[src/rtl/rsv_pkg.sv]
package rsv_pkg;
  localparam int unsigned RSV_WORDW = 32;
  localparam int unsigned RSV_IDX_LSB = 16;

  typedef enum logic {
    RSV_NORMAL = 1'b0,
    RSV_FAST   = 1'b1
  } rsv_kind_e;
endpackage

[src/rtl/rsv_norm_tree.sv]
module rsv_norm_tree #(
  parameter int unsigned NSRC = 64,
  parameter int unsigned PRIW = 4,
  parameter int unsigned IDXW = $clog2(NSRC)
) (
  input  logic [NSRC-1:0]      cand,
  input  logic [NSRC*PRIW-1:0] pri_flat,
  output logic                 win_any,
  output logic [IDXW-1:0]      win_idx,
  output logic [PRIW-1:0]      win_pri
);
  localparam int unsigned LEAVES = 1 << $clog2(NSRC);
  localparam int unsigned NODES  = 2 * LEAVES - 1;

  logic            nv [NODES];
  logic [IDXW-1:0] ni [NODES];
  logic [PRIW-1:0] np [NODES];

  for (genvar k = 0; k < LEAVES; k++) begin : g_leaf
    if (k < NSRC) begin : g_real
      assign nv[LEAVES-1+k] = cand[k];
      assign ni[LEAVES-1+k] = IDXW'(k);
      assign np[LEAVES-1+k] = pri_flat[k*PRIW +: PRIW];
    end else begin : g_pad
      assign nv[LEAVES-1+k] = 1'b0;
      assign ni[LEAVES-1+k] = '0;
      assign np[LEAVES-1+k] = '0;
    end
  end

  // Right child covers higher indices; equal priority prefers it.
  for (genvar n = 0; n < LEAVES - 1; n++) begin : g_node
    logic take_r;
    assign take_r = nv[2*n+2] && (!nv[2*n+1] || (np[2*n+2] >= np[2*n+1]));
    assign nv[n]  = nv[2*n+1] | nv[2*n+2];
    assign ni[n]  = take_r ? ni[2*n+2] : ni[2*n+1];
    assign np[n]  = take_r ? np[2*n+2] : np[2*n+1];
  end

  assign win_any = nv[0];
  assign win_idx = ni[0];
  assign win_pri = np[0];
endmodule

[src/rtl/rsv_fast_pick.sv]
module rsv_fast_pick #(
  parameter int unsigned NSRC = 64,
  parameter int unsigned IDXW = $clog2(NSRC)
) (
  input  logic [NSRC-1:0] cand,
  output logic            win_any,
  output logic [IDXW-1:0] win_idx
);
  always_comb begin
    win_idx = '0;
    for (int i = NSRC - 1; i >= 0; i--) begin
      if (cand[i]) win_idx = IDXW'(i);
    end
  end

  assign win_any = |cand;
endmodule

[src/rtl/rsv_vector_resolver.sv]
module rsv_vector_resolver
  import rsv_pkg::*;
#(
  parameter int unsigned NSRC = 64,
  parameter int unsigned PRIW = 4,
  parameter int unsigned PIPE = 1,
  parameter int unsigned IDXW = $clog2(NSRC)
) (
  input  logic                 clk,
  input  logic                 rst_n,
  input  logic [NSRC-1:0]      src_pend,
  input  logic [NSRC-1:0]      src_en,
  input  logic [NSRC-1:0]      src_fast,
  input  logic [NSRC*PRIW-1:0] src_pri,
  input  logic                 req_vld,
  input  logic                 req_fast,
  output logic                 rsp_vld,
  output logic [RSV_WORDW-1:0] rsp_word,
  output logic                 clr_vld,
  output logic [IDXW-1:0]      clr_idx
);
  // reset synchronizer: assert async, release on clock
  logic [1:0] rst_sync;
  logic       rst_q_n;

  always_ff @(posedge clk or negedge rst_n) begin
    if (!rst_n) rst_sync <= 2'b00;
    else        rst_sync <= {rst_sync[0], 1'b1};
  end
  assign rst_q_n = rst_sync[1];

  // candidates
  logic [NSRC-1:0] cand_n, cand_f;
  assign cand_n = src_pend & src_en & ~src_fast;
  assign cand_f = src_pend & src_en &  src_fast;

  logic            n_any, f_any;
  logic [IDXW-1:0] n_idx, f_idx;
  logic [PRIW-1:0] n_pri;

  rsv_norm_tree #(.NSRC(NSRC), .PRIW(PRIW), .IDXW(IDXW)) u_tree (
    .cand(cand_n), .pri_flat(src_pri),
    .win_any(n_any), .win_idx(n_idx), .win_pri(n_pri)
  );

  rsv_fast_pick #(.NSRC(NSRC), .IDXW(IDXW)) u_fast (
    .cand(cand_f), .win_any(f_any), .win_idx(f_idx)
  );

  // arbitration result bundle, optionally registered
  logic            a_vld, a_n_any, a_f_any;
  rsv_kind_e       a_kind;
  logic [IDXW-1:0] a_n_idx, a_f_idx;
  logic [PRIW-1:0] a_n_pri;

  if (PIPE != 0) begin : g_pipe
    logic            s_vld_q, s_n_any_q, s_f_any_q;
    rsv_kind_e       s_kind_q;
    logic [IDXW-1:0] s_n_idx_q, s_f_idx_q;
    logic [PRIW-1:0] s_n_pri_q;

    always_ff @(posedge clk or negedge rst_q_n) begin
      if (!rst_q_n) s_vld_q <= 1'b0;
      else          s_vld_q <= req_vld;
    end

    always_ff @(posedge clk) begin
      if (req_vld) begin
        s_kind_q  <= rsv_kind_e'(req_fast);
        s_n_any_q <= n_any;
        s_n_idx_q <= n_idx;
        s_n_pri_q <= n_pri;
        s_f_any_q <= f_any;
        s_f_idx_q <= f_idx;
      end
    end

    assign a_vld   = s_vld_q;
    assign a_kind  = s_kind_q;
    assign a_n_any = s_n_any_q;
    assign a_n_idx = s_n_idx_q;
    assign a_n_pri = s_n_pri_q;
    assign a_f_any = s_f_any_q;
    assign a_f_idx = s_f_idx_q;
  end else begin : g_flat
    assign a_vld   = req_vld & rst_q_n;
    assign a_kind  = rsv_kind_e'(req_fast);
    assign a_n_any = n_any;
    assign a_n_idx = n_idx;
    assign a_n_pri = n_pri;
    assign a_f_any = f_any;
    assign a_f_idx = f_idx;
  end

  // output stage: next state
  logic                 hit_d;
  logic [RSV_WORDW-1:0] word_d;
  logic [IDXW-1:0]      idx_d;

  always_comb begin
    if (a_kind == RSV_FAST) begin
      hit_d  = a_f_any;
      idx_d  = a_f_idx;
      word_d = a_f_any ? RSV_WORDW'(a_f_idx) : '1;
    end else begin
      hit_d  = a_n_any;
      idx_d  = a_n_idx;
      word_d = a_n_any ? ((RSV_WORDW'(a_n_idx) << RSV_IDX_LSB) | RSV_WORDW'(a_n_pri))
                       : '1;
    end
  end

  // output stage: registers
  always_ff @(posedge clk or negedge rst_q_n) begin
    if (!rst_q_n) begin
      rsp_vld <= 1'b0;
      clr_vld <= 1'b0;
    end else begin
      rsp_vld <= a_vld;
      clr_vld <= a_vld & hit_d;
    end
  end

  always_ff @(posedge clk) begin
    if (a_vld) begin
      rsp_word <= word_d;
      clr_idx  <= idx_d;
    end
  end
endmodule

[config.mk]
export PLATFORM = sky130hd
export DESIGN_NAME = rsv_vector_resolver
export DESIGN_NICKNAME = d
export VERILOG_FILES = /design/src/rtl/rsv_pkg.sv /design/src/rtl/rsv_norm_tree.sv /design/src/rtl/rsv_fast_pick.sv /design/src/rtl/rsv_vector_resolver.sv
export SDC_FILE = /design/constraint.sdc
export NUM_CORES = 1
export LEC_CHECK = 0
export BUFFER_PORTS_ARGS = -buffer_cell sky130_fd_sc_hd__buf_2
export CAP_MARGIN = 5
export CORE_ASPECT_RATIO = 1.2
export CORE_MARGIN = 2
export CORE_UTILIZATION = 45
export CTS_BUF_LIST = sky130_fd_sc_hd__clkbuf_4 sky130_fd_sc_hd__clkbuf_8
export DETAILED_ROUTE_END_ITERATION = 16
export GPL_TIMING_DRIVEN = 0
export PLACE_DENSITY = 0.86
export SLEW_MARGIN = 20
export SYNTH_ARGS = -nofsm -noshare
export SYNTH_HDL_FRONTEND = slang
export SYNTH_SLANG_ARGS = --single-unit
[constraint.sdc]
create_clock -name clk -period 0.8 [get_ports clk]
set_input_delay 0.08 -clock clk [delete_from_list [all_inputs] [get_ports clk]]
set_output_delay 0.08 -clock clk [all_outputs]
set_load 0.05 [all_outputs]
==> results.yml <==
synth:
  synthArstFlopShare_pct: 11.6
  synth_top_family_by_area: "simple AND/OR/NAND/NOR gates"
  synth_nets: 3167
  synth_top_cell_by_area: "ha_1"
  ys_ff_latch: 43
  syn_area_sq_mm: 0.0167
  synth_compound_area_share_pct: 22.0
  yosys-top-cells-area: "ha_1 (19%), nand2_1 (9.5%), edfxtp_1 (6.8%), inv_1 (6.6%), mux2i_1 (6.6%)"
  syn_avg_cell_area_sq_um: 6.77
  yosysTopAreaCellShare_pct: 18.9
  synth_fa_ha_area_share_pct: 18.9
  ys.flop_type: "edfxtp_1"
  ys_types: 80
  synthCells: 2463
  yosysSeqAreaShare_pct: 7.60
  synth_edf_count: 38
  synth.area.mux_share_pct: 9.63
  yosysWarnings: 0
  synthSimpleGateAreaFrac_pct: 32.1
  synthXorXnorAreaFrac_pct: 0
global_route:
  grt_busiest_layer: "met2"
  grt_usage_pct: 32.3
  gr-total-overflow: 0
  first_global_vias: 21200
  grtUsageMet3_pct: 4.63
  globalRouteMet2Util_pct: 61.4
  antenna_found_initial: 13
  grtUsageMet1_pct: 34.1
  grt_pass1_wl_microns: 104000
  grt_max_degree: 21
finish:
  regArea_sq_mm: 0.00127
  area_growth_pct: 55.5
  nets: 3908
  nFillCells: 2612
  multi_input_area_sq_mm: 0.0171
  fin_util_pct: 70.6
  final_layout_size_suffix_gt1_share_pct: 43.7
place:
  dp_worst_setup_slack_ns: -8.44
  portBuffers: 491
  place.gp.congestion: 0.993
  dp_hpwl_microns: 50500
sta:
  relSlewSlack_pct: 58.6
  fin_skew_ns: 0.00736
  rsz0062_at_grt: "yes"
  fin_ws_ns: -7.45
  drv_slew: 0
  fmax_mhz: 121
  setup_viol: 97
  period_share_pct: 1030
  tightest_slew_ns: 0.614
  fin_crit_ns: 8.25
  hold_viol_final: 0
worst_setup_path:
  r2r-start: "a_kind$_DFFE_PP_"
  cp.required_ns: 0.84
  cp-start-kind: "primary input"
  crit_slowest_cell: "a22oi_2"
  slowest_delay_ns: 0.44
  critPathLaunch: "src_pri[137]"
  cp_max_fo: 7
  crit_arrival_ns: 8.30
  endpoint_kind: "flip-flop"
  cpMostUsedCell: "ha_1"
  path_class: "in -> reg"
detailed_routing:
  ant_nets: 0
  wire_per_inst_microns: 19.6
  first_pass_iters: 6
  dr_total_vias: 22500
  viasPerCell: 6.10
  drt_iter0_drc: 1648
  drc: 0
  wl_microns: 72100
clocking:
  cts_sinks: 43
  htreeDepth: 2
  clock_latency_ns: 0.30
  cts_buffer_depth: 2
  cts_root_buf: "clkbuf_8"
  clkTransAtPathRegs_ns: 0.08
  tritoncts.num_buffers: 5
  cts_tree: "yes"
run_status:
  outcome: "finished, violations left"
  violations: "setup timing"
hold_path:
  hp-class: "reg -> async"
floorplan:
  rows: 77
  coreArea_sq_mm: 0.0367
  die_w_microns: 180
  ios: 492
  die_area_sq_mm: 0.0386
  die_h_microns: 215
  initial_core_util_pct: 45.4
power:
  ir_worst_vdd_mv: 1.97
  power_leakage_nw: 12.4
  power_mw: 34.5
  cellPowerDensity_mw_per_mm2: 1330
flow_run:
  maxCapViolCount: 0
[routing by layer]
layer / routed length (microns) / vias to the layer above
met5: 8 / -
met4: 5430 / 2
met3: 5710 / 411
met2: 36100 / 1313
met1: 24800 / 10400
li1: - / 10400
[cell families (layout without fill, tap and decap cells)]
group	count (synthesis)	after routing
muxes	151	151
and+or+nand+nor	1039	1039
AOI/OAI and AO/OA	592	592
buffers and inverters	385	1127
DFF	43	43
adders and majority gates	252	252
other	1	10
[report_power, final]
group	switching, mW	leakage (nW)	internal, mW
registers	0.278	0.431	3.31
clock network	0.750	0.0562	0.930
logic	15.2	11.9	14.1
[area by class of cell]
| cell class | count | area share (%) |
|---|---|---|
| diodes | 9 | 0.0869 |
| plain buffers | 87 | 2.51 |
| clock buffers | 5 | 0.266 |
| clock inverters | 3 | 0.164 |
| inverters | 294 | 4.37 |
| multi-input cells | 2035 | 65.9 |
| flip-flops and latches | 43 | 4.90 |
| well taps | 474 | 2.29 |
| repair buffers | 738 | 19.5 |
[synth_stat cells, drive strengths merged, types with 4 or more instances]
cell     number
o21a         27
or2           5
and4bb       14
nand3b       44
a211oi       29
a21o         12
a32oi         4
o21ai       134
and3          9
and3b        34
mux2         35
nor4bb       18
o211ai        7
nand4        11
and4         21
ha          252
buf          68
clkbuf       23
o31ai        10
nand3        75
mux2i       116
and2          4
nand2b       43
inv         294
o2111ai      11
nor3        221
o22ai        98
dfrtp         5
a21oi       219
nand2       421
nor3b         8
edfxtp       38
a22oi         5
nor2         52
a31oi         7
nor2b        48
[final timing paths]
kind                                          end  slack [ns]  depth (start not counted)
max in group asynchronous         a_vld$_DFF_PN0_        0.61                          0
hold reg to reg                   a_vld$_DFF_PN0_        0.04                          0
setup / recovery             a_n_pri[3]$_DFFE_PP_       -7.45                         44
setup reg to reg           rsp_word[16]$_DFFE_PP_       -0.52                          3
min in group clk                  a_vld$_DFF_PN0_        0.13                          1
hold / removal                    a_vld$_DFF_PN0_        0.04                          0
[sequential cells by signal (all words and copies together) (netlist names)]
register / flops
rsp_word: 13
a_f_idx: 6
a_n_idx: 6
clr_idx: 6
a_n_pri: 4
rst_sync: 2
a_f_any: 1
a_kind: 1
a_n_any: 1
a_vld: 1
clr_vld: 1
rsp_vld: 1
[layout by cell type (no fill, tap or decap), types with 12 or more instances in the layout]
master / count
buf_6: 120
nor4bb_1: 13
mux2i_4: 32
buf_2: 431
ha_4: 46
mux2_2: 26
nor2_1: 46
nand3_2: 25
ha_1: 201
edfxtp_1: 38
nand3_1: 40
mux2i_2: 30
nand2b_4: 14
and4_1: 21
o21ai_2: 37
inv_2: 22
nor3_2: 81
a21o_1: 12
a21oi_1: 163
nand2_1: 370
nand2b_1: 29
nand2_2: 40
inv_1: 265
o22ai_1: 92
and3b_1: 34
o21ai_0: 49
nor2b_1: 27
buf_4: 228
mux2i_1: 54
o21a_1: 24
o21ai_4: 18
a211oi_2: 14
buf_8: 18
clkbuf_1: 19
nor3_1: 135
nand3b_1: 44
o21ai_1: 30
a21oi_2: 47
[stage by stage]
stage               instance area, sq um  hold slack (ns)  setup TNS [ns]  instances
CTS                                24200           0.0414          -98.40       3608
global placement                   20500           -0.133         -116.22       3428
finish                             25900           0.0400         -102.59       3688
floorplan                          17400           -0.216          -92.82       2463
detailed placement                 20500           -0.132         -119.79       3428
global route                       25900           0.0591         -109.49       3688
[critical path: cells and delay by family]
family	cells	cell delay, ns
mux	5	1.25
buf+inv	9	1.03
simple gates	9	1.35
compound gates	15	2.98
fa+ha+maj	6	1.59
[what timing repair did]
action | CTS | global route
gates cloned | 7 | 1
buffers inserted | 165 | 74
setup endpoints to repair | 98 | 98
hold buffers | 2 | 0
endpoints found under the hold margin | 3 | 0
pin swaps | 163 | 119
resized for setup | 495 | 254
(Power assumes the default switching activity.)
